==> config.mk <==
export PLATFORM = sky130hd
export DESIGN_NAME = casc_counter
export DESIGN_NICKNAME = d
export VERILOG_FILES = /design/src/rtl/ctr_pkg.sv /design/src/rtl/ctr_next_logic.sv /design/src/rtl/ctr_slice.sv /design/src/rtl/casc_counter.sv
export SDC_FILE = /design/constraint.sdc
export NUM_CORES = 1
export LEC_CHECK = 0
export ABC_AREA = 0
export BUFFER_PORTS_ARGS = -buffer_cell sky130_fd_sc_hd__buf_2
export CAP_MARGIN = 0
export CORE_MARGIN = 10
export CORE_UTILIZATION = 51
export CTS_CLUSTER_SIZE = 20
export DETAILED_ROUTE_END_ITERATION = 12
export GPL_TIMING_DRIVEN = 0
export MAX_ROUTING_LAYER = met4
export PLACE_DENSITY = 0.82
export SYNTH_ARGS = -nofsm -noshare
export SYNTH_HDL_FRONTEND = slang
export SYNTH_SLANG_ARGS = --single-unit
==> constraint.sdc <==
create_clock -name clk -period 3 [get_ports clk]
set_input_delay 0.15 -clock clk [delete_from_list [all_inputs] [get_ports clk]]
set_output_delay 0.15 -clock clk [all_outputs]
set_load 0.01 [all_outputs]
==> src/rtl/ctr_pkg.sv <==
package ctr_pkg;
    localparam int SLICE_W = 4;
    typedef logic [SLICE_W-1:0] nibble_t;

    typedef enum logic [1:0] {
        OP_HOLD  = 2'd0,
        OP_STEP  = 2'd1,
        OP_PRESET = 2'd2,
        OP_ZERO  = 2'd3
    } slice_op_e;

    function automatic slice_op_e pick_op(input logic clr, input logic ld,
                                          input logic ep, input logic et);
        if (clr)          return OP_ZERO;
        else if (ld)      return OP_PRESET;
        else if (ep && et) return OP_STEP;
        else              return OP_HOLD;
    endfunction
endpackage

==> src/rtl/ctr_next_logic.sv <==
module ctr_next_logic
    import ctr_pkg::*;
(
    input  slice_op_e op,
    input  nibble_t   cur,
    input  nibble_t   preset,
    output nibble_t   nxt
);
    always_comb begin
        unique case (op)
            OP_ZERO:   nxt = '0;
            OP_PRESET: nxt = preset;
            OP_STEP:   nxt = cur + 1'b1;
            default:   nxt = cur;
        endcase
    end
endmodule

==> src/rtl/ctr_slice.sv <==
module ctr_slice
    import ctr_pkg::*;
(
    input  logic    clk,
    input  logic    clr,
    input  logic    ld,
    input  nibble_t preset,
    input  logic    ep,
    input  logic    et,
    output nibble_t q,
    output logic    tc
);
    slice_op_e op;
    nibble_t   q_r;
    nibble_t   q_nxt;

    assign op = pick_op(clr, ld, ep, et);

    ctr_next_logic u_next (
        .op     (op),
        .cur    (q_r),
        .preset (preset),
        .nxt    (q_nxt)
    );

    always_ff @(posedge clk) begin
        q_r <= q_nxt;
    end

    assign q  = q_r;
    assign tc = et & (&q_r);
endmodule

==> src/rtl/casc_counter.sv <==
module casc_counter
    import ctr_pkg::*;
#(
    parameter int NUM_SLICES = 3,
    localparam int W = SLICE_W * NUM_SLICES
) (
    input  logic         clk,
    input  logic         clear_i,
    input  logic         load_i,
    input  logic [W-1:0] load_val_i,
    input  logic         enp_i,
    input  logic         ent_i,
    output logic [W-1:0] count_o,
    output logic         carry_o
);
    logic [NUM_SLICES:0] chain;

    assign chain[0] = ent_i;

    for (genvar k = 0; k < NUM_SLICES; k++) begin : g_slice
        nibble_t q_k;
        ctr_slice u_slice (
            .clk    (clk),
            .clr    (clear_i),
            .ld     (load_i),
            .preset (load_val_i[k*SLICE_W +: SLICE_W]),
            .ep     (enp_i),
            .et     (chain[k]),
            .q      (q_k),
            .tc     (chain[k+1])
        );
        assign count_o[k*SLICE_W +: SLICE_W] = q_k;
    end

    assign carry_o = chain[NUM_SLICES];
endmodule

; ---- After elaboration in Yosys (flattened, before gate mapping)
; Cells that the tools add are included.
[classes]
add_sub_neg = 3
eq_ne = 9
n_reduce_logical = 9
muxes = 12
bitwise_logic = 3
[op_table]
columns = operator, n
row1 = $pmux W4 S3, 3
row2 = $add A4 B1 Y4 const B, 3
row3 = $eq A2 B2 Y1 const B, 6
row4 = $mux W2, 6
row5 = $reduce_and A4 Y1, 3
row6 = $reduce_bool A3 Y1, 3
row7 = $eq A2 B1 Y1 const B, 3
row8 = $and A1 B1 Y1, 3
row9 = $logic_and A1 B1 Y1, 3
row10 = $mux W1, 3
[word_totals]
reg_bits = 12
wordCells = 39
output_inout_bits = 13
in_bits = 17

; ---- Logic depth before layout (Yosys ltp)
; Gate-level depths: netlist of the first run.
[depth]
word_depth = 9
depth_mapped = 7
depth_no_buf = 7

; ---- Hierarchy
; Synthesis of the first run repeated with hierarchy kept, for this count alone.
[hier_totals]
hier_cells = 87
hier_area_um2 = 765.7
[by_module_without_submodules]
columns = mod, instances, area_each_um2, seq_area_each_um2, cells_per_inst
row1 = ctr_next_logic, 3, 143.9, 0.0, 19
row2 = ctr_slice, 3, 111.4, 80.1, 10

; ---- Least setup slack after synthesis of the first run
; No wires, ideal clock.
[synth_path]
kind = register -> register
startpoint = register g_slice[0].u_slice.q_r[0]
endpoint = register g_slice[1].u_slice.q_r[3], data pin
setup_slack_ns = 1.075
path_stages_with_launch = 8
arrival_ns = 1.668
path_cell_list = edfxtp_1 > ha_1 > and3_1 > and2_1 > a21o_1 > ha_1 > nand3b_1 > o21ai_1
[synth_via]
elab_chain_len = 8
elab_cells_between_ends = 10
[synth_lines]
columns = item, line
row1 = start: declaration, ctr_slice.sv:14  ; nibble_t q_r;
row2 = start signal: assignment, ctr_slice.sv:27  ; q_r <= q_nxt;
row3 = $reduce_and A4 Y1 *, ctr_slice.sv:31  ; assign tc = et & (&q_r);
row4 = $and A1 B1 Y1 *, ctr_slice.sv:31
row5 = $logic_and A1 B1 Y1 *, ctr_pkg.sv:16  ; else if (ep && et) return OP_STEP;
row6 = $mux W1 *, ctr_pkg.sv:16
row7 = $mux W2 *, ctr_pkg.sv:15  ; else if (ld) return OP_PRESET;
row8 = $mux W2 *, ctr_pkg.sv:14  ; if (clr) return OP_ZERO;
row9 = $eq A2 B1 Y1 or $eq A2 B2 Y1 (tied branches), ctr_next_logic.sv:10  ; unique case (op)
row10 = $pmux W4 S3 *, ctr_next_logic.sv:10
row11 = via g_slice[1].u_slice.q_nxt[3], ctr_slice.sv:15  ; nibble_t q_nxt;
row12 = end signal: assignment, ctr_slice.sv:27
row13 = end: declaration, ctr_slice.sv:14
; Mark *: on every way through the listed nets, which the timed path passes. The rest lies on a longest branch.
; A chain may end at the register's enable or synchronous reset.

; ---- Final worst setup path of the first run
; Same ends and word-level chain as after synthesis.

==> impl_metrics.toml, run 1 <==
[status]
status = "finished, final reports clean"

[routing]
vias = 708
drt_iter0_markers = 10
drt_wl_total_um = 1920
drc = 0
final_antenna_net_count = 0
wl_per_cell_um = 15.1
detail_route.first_pass.iterations = 5
vias_per_cell = 5.57

[clock_tree]
h-tree-depth = 1
cts_buffers = 3
clkLatencyLatePin_ns = 0.28
cts_tree = "done"
cts_setup_buffers = 0
cts_root_buf = "clkbuf_4"
postCtsHoldBufs = 0
cts.reportedPaths.clkPinSlew_ns = 0.08
post_cts_resize_count = 0
clk_path_buf_depth = 2
clock_sinks = 12

[grt]
grt.total_usage_pct = 10.6
grt_pass1_vias = 648
grt_pass1_wl_um = 2860
grt_max_degree = 11
antenna_found_initial = 0
gr-total-overflow = 0

[power]
p_sw_mw = 0.114
p_comb_share_pct = 19.7
p_int_mw = 0.285
clkPwrFrac_pct = 26.7
power_density_mw_per_mm2 = 399
p_leak_nw = 0.455
sequentialPowerShare_pct = 53.7
p_sw_share_pct = 28.6
power_mw = 0.398
vdd_drop_max_uv = 219

[final_layout]
largest_reg_flops = 12
drive_gt1_share_pct = 36.9
final_area_um2 = 998
diodes = 0
area_growth_pct = 23.7
fin_nets = 135
final_util_pct = 66.3

[yosys]
avgSynthCellArea_um2 = 10.3
ys_ff_latch = 12
synth_top_area_share_pct = 44.7
synth.most_common_cell = "nand2_1"
synthFlopType = "edfxtp_1"
yosys-top-cells-area = "edfxtp_1, ha_1, nand2_1"
synthesis.area_um2 = 807
synthesis.nets = 101
ys_seq_area_share_pct = 44.7
netlist_top_cells_count = "nand2_1, edfxtp_1, a21oi_1"
synth.distinct_cells = 31
synth_top_area_cell = "edfxtp_1"
synth_edf_count = 12
yosysWarnings = 0
syn_inst = 78
async_flop_share_pct = 0

[die]
dieArea_mm2 = 0.00357
die_h_um = 59.8
rows = 14
io_pins = 30
start_util_pct = 53.6
die_w_um = 59.8
fp.coreArea_mm2 = 0.00151

[timing]
worst_slack_ns = 0.990
rsz0062_at_grt = "no"
final-setup-viol-count = 0
fin_setup_tns_ns = 0
final-max-slew-violation-count = 0
hold_violations = 0
tightest_slew_ns = 0.299
min_period_ns = 2.01
relSlewSlack_pct = 80.0
post-route-period-util_pct = 67.0
finClkSkew_ns = 0.00327
fmax_mhz = 498

[placement]
place_area_um2 = 972
dp_hpwl_um = 1540
port_buffers = 29
gp_congestion = 0.826
dp_slack_ns = 1.02

[setup_path]
cp-start-kind = "flip-flop"
worstPathArrival_ns = 2.05
worstPathMaxFanout = 5
r2r_slack_ns = 0.99
worstSetupPathType = "flip-flop to flip-flop"
end_kind = "flip-flop"
required_ns = 3.04

[worst_hold_path]
hold_path_class = "primary input to flip-flop"

[flow_run]
max-cap-violations = 0
[per-layer routing]
layer  GRT usage, %  vias up  part of all wire [%]
met5              -        -                     0
met4           5.77        0                   2.5
met3           1.91        9                   4.4
met2           18.2       27                    49
met1           11.1      316                    44
li1               -      356                     -
[final timing paths]
check / from / cells after the start / to
max: g_slice[0].u_slice.q[0] / 7 / g_slice[1].u_slice.q[3]
min: load_val_i[8] / 3 / g_slice[2].u_slice.q[0]
max reg2reg: g_slice[0].u_slice.q[0] / 7 / g_slice[1].u_slice.q[3]
min reg2reg: g_slice[2].u_slice.q[0] / 1 / g_slice[2].u_slice.q[0]
[cell families (layout without fill, tap and decap cells)]
group / Yosys count / count (layout) / share of synthesized area, %
adder cells (fa/ha/maj): 6 / 6 / 9.30
buffers and inverters: 4 / 37 / 2.94
AND/OR/NAND/NOR: 35 / 35 / 23.9
XOR/XNOR: 5 / 5 / 5.43
flip-flops: 12 / 12 / 44.7
AO/OA/AOI/OAI: 16 / 16 / 13.8
[placed cells by master (no fill, tap or decap), types with 2 or more instances in the layout]
cell	synthesis	final
a21oi_1	7	7
a22oi_1	2	2
buf_2	1	30
clkbuf_4	0	3
edfxtp_1	12	12
ha_1	6	6
nand2_1	13	13
nand2b_1	2	2
nand3_1	3	3
nand4_1	3	3
nor2_1	3	3
nor2b_1	2	2
or3_1	2	2
xor2_1	4	4
[critical path, stage by stage, from the launching register on]
cell	delay, ns
edfxtp_1	0.44
ha_1	0.25
and3_1	0.21
and2_1	0.17
a21o_1	0.17
ha_1	0.35
nand3b_1	0.12
o21ai_1	0.06
[metrics by stage]
step	std cells	hold slack, ns
finish	127	0.151
global route	127	0.149
CTS	127	0.161
detailed placement	123	0.439
global placement	123	0.431
floorplan	78	0.335
[power groups by stage]
stage	combinational [mW]	clock [mW]	sequential (mW)
6_report	0.0783	0.106	0.214
5_1_grt	0.0881	0.113	0.216
4_1_cts	0.0793	0.103	0.214
3_5_place_dp	0.0791	0	0.217
3_3_place_gp	0.0771	0	0.216
2_1_floorplan	0.0381	0	0.222
[area by class of cell]
cell class,instances,area (um2)
buffer,2,16.3
clock buffer,3,22.5
clock inverter,1,3.75
fill,123,508
inverter,2,7.51
multi-input combinational,62,423
sequential,12,360
tap,16,20.0
timing repair buffer,29,145
Note: power is estimated with default switching activity, not from simulation.
==> inputs of run 2 (changes only) <==
Settings changed: ABC_AREA 0 to 1, CORE_UTILIZATION 51 to 42, PLACE_DENSITY 0.82 to 0.73.
Clock period 3 ns to 1.8 ns, I/O delays scaled along.
==> impl_metrics.toml, run 2 <==
[status]
status = "finished, final reports clean"

[die]
dieArea_mm2 = 0.00398
rows = 15
start_util_pct = 44.7
die_w_um = 63.1
die_h_um = 63.1
io_pins = 30
fp.coreArea_mm2 = 0.00175

[yosys]
synthFlopType = "edfxtp_1"
ys_seq_area_share_pct = 46.2
avgSynthCellArea_um2 = 8.49
async_flop_share_pct = 0
synthesis.nets = 115
synth.distinct_cells = 17
yosys-top-cells-area = "edfxtp_1, nand2_1, ha_1"
yosysWarnings = 0
synthesis.area_um2 = 781
synth_top_area_cell = "edfxtp_1"
netlist_top_cells_count = "nand2_1, edfxtp_1, nand3_1"
synth_top_area_share_pct = 46.2
synth_edf_count = 12
ys_ff_latch = 12
syn_inst = 92
synth.most_common_cell = "nand2_1"

[grt]
grt_max_degree = 9
gr-total-overflow = 0
grt_pass1_vias = 758
antenna_found_initial = 0
grt_pass1_wl_um = 3080
grt.total_usage_pct = 9.51

[timing]
fmax_mhz = 581
final-setup-viol-count = 0
holdWs_ns = 0.0874
min_period_ns = 1.72
post-route-period-util_pct = 95.6
hold_violations = 0
tightest_slew_ns = 0.345
final-max-slew-violation-count = 0
relSlewSlack_pct = 76.9
finClkSkew_ns = 0.00118

[clock_tree]
clkLatencyLatePin_ns = 0.27
h-tree-depth = 1
clk_path_buf_depth = 2
cts_root_buf = "clkbuf_4"
cts.reportedPaths.clkPinSlew_ns = 0.08
clock_sinks = 12
cts_buffers = 3
cts_tree = "done"
postCtsHoldBufs = 0

[placement]
placedCellCount = 146
dp_hpwl_um = 1580
gp_congestion = 0.775
port_buffers = 29

[setup_path]
crit_buf_inv = 1
crit_slowest_cell = "edfxtp_1"
crit_chain = "ha_2 > nand2_2 > nor2_4 > nand2_1 > nand2_1 > ha_2 > inv_2 > a21oi_2 > o21ai_1 > a21oi_1"
cp-start-kind = "flip-flop"
worstSetupPathType = "flip-flop to flip-flop"
cpPeakStageDelay_ns = 0.39
end_kind = "flip-flop"
worstPathArrival_ns = 1.84
worstPathMaxFanout = 4
critPathTopFamily = "adder cells"
required_ns = 1.91

[worst_hold_path]
hold_path_class = "primary input to flip-flop"

[final_layout]
instances_no_fill = 152
drive_gt1_share_pct = 38.6
final_cell_mix = "buf_2, nand2_1, edfxtp_1, nand3_1, inv_1"
layout_commonest_cell = "buf_2"
fin_nets = 151
area_growth_pct = 31.6
largest_reg_flops = 12
diodes = 0
num-fill-cells = 174

[routing]
vias = 741
drc = 0
detail_route.first_pass.iterations = 4
drt_wl_total_um = 2020
wl_per_cell_um = 13.3
vias_per_cell = 4.88
final_antenna_net_count = 0
drt_iter0_markers = 14

[power]
vdd_drop_max_uv = 381
power_mw = 0.661
p_leak_nw = 0.491
power_density_mw_per_mm2 = 644

[flow_run]
max-cap-violations = 0
-- run 2: path summary, 6_finish.rpt --
check / cells after the start / slack (ns) / end / start
worst max-delay path: 10 / 0.08 / g_slice[1].u_slice.q[2] / g_slice[0].u_slice.q[0]
worst min-delay path: 3 / 0.09 / g_slice[2].u_slice.q[2] / load_val_i[10]
worst max register to register: 10 / 0.08 / g_slice[1].u_slice.q[2] / g_slice[0].u_slice.q[0]
worst min register to register: 1 / 0.66 / g_slice[0].u_slice.q[0] / g_slice[0].u_slice.q[0]
-- run 2: kinds of logic after synthesis --
logic type	after synthesis	synth area share (%)
DFF	12	46.2
buffers and inverters	11	5.29
and+or+nand+nor	50	28.7
xor gates and xnor gates	3	3.37
adders and majority gates	6	9.62
AOI/OAI and AO/OA	10	6.89
-- run 2: per-layer routing --
layer  share of wire [%]  vias up  global-route usage (%)
li1                    -      379                       -
met1                  41      342                    8.88
met2                  54       18                    17.5
met3                 4.6        2                    3.00
met4                0.59        0                    3.91
met5                   0        -                       -
-- run 2: area by class of cell --
cell class | count | area [um2] | area share, %
tap | 25 | 31.3 | 3.05
multi-input combinational | 69 | 408 | 39.7
clock inverter | 1 | 3.75 | 0.365
inverter | 11 | 41.3 | 4.02
timing repair buffer | 31 | 160 | 15.6
sequential | 12 | 360 | 35.1
clock buffer | 3 | 22.5 | 2.19
-- run 2: timing repair --
| item | in CTS | in global routing |
|---|---|---|
| setup buffers | 0 | 2 |
| endpoints found under the setup margin | 0 | 2 |
| resized for setup | 0 | 10 |
-- run 2: stage by stage --
stage / cell area (um2) / setup slack, ns / setup TNS, ns / util [%]
floorplan: 781 / 0.169 / 0 / -
global placement: 957 / 0.126 / 0 / 54.8
detailed placement: 957 / 0.110 / 0 / 54.8
CTS: 983 / 0.101 / 0 / 56.3
global route: 1030 / -0.0645 / -0.0645 / 58.9
finish: 1030 / 0.0784 / 0 / 58.9
-- run 2: worst register-to-register path, stage by stage, from the launching register on --
cell and delay, ns:
edfxtp_1 0.39, ha_2 0.21, nand2_2 0.06, nor2_4 0.12
nand2_1 0.06, nand2_1 0.08, ha_2 0.21, inv_2 0.06
a21oi_2 0.10, o21ai_1 0.09, a21oi_1 0.18
-- run 2: report_power, final --
part           switching [mW]  internal [mW]  leakage (nW)
sequential             0.0266          0.334         0.134
combinational          0.0720         0.0571         0.342
clock                  0.0913         0.0801        0.0154
total                   0.190          0.471         0.491
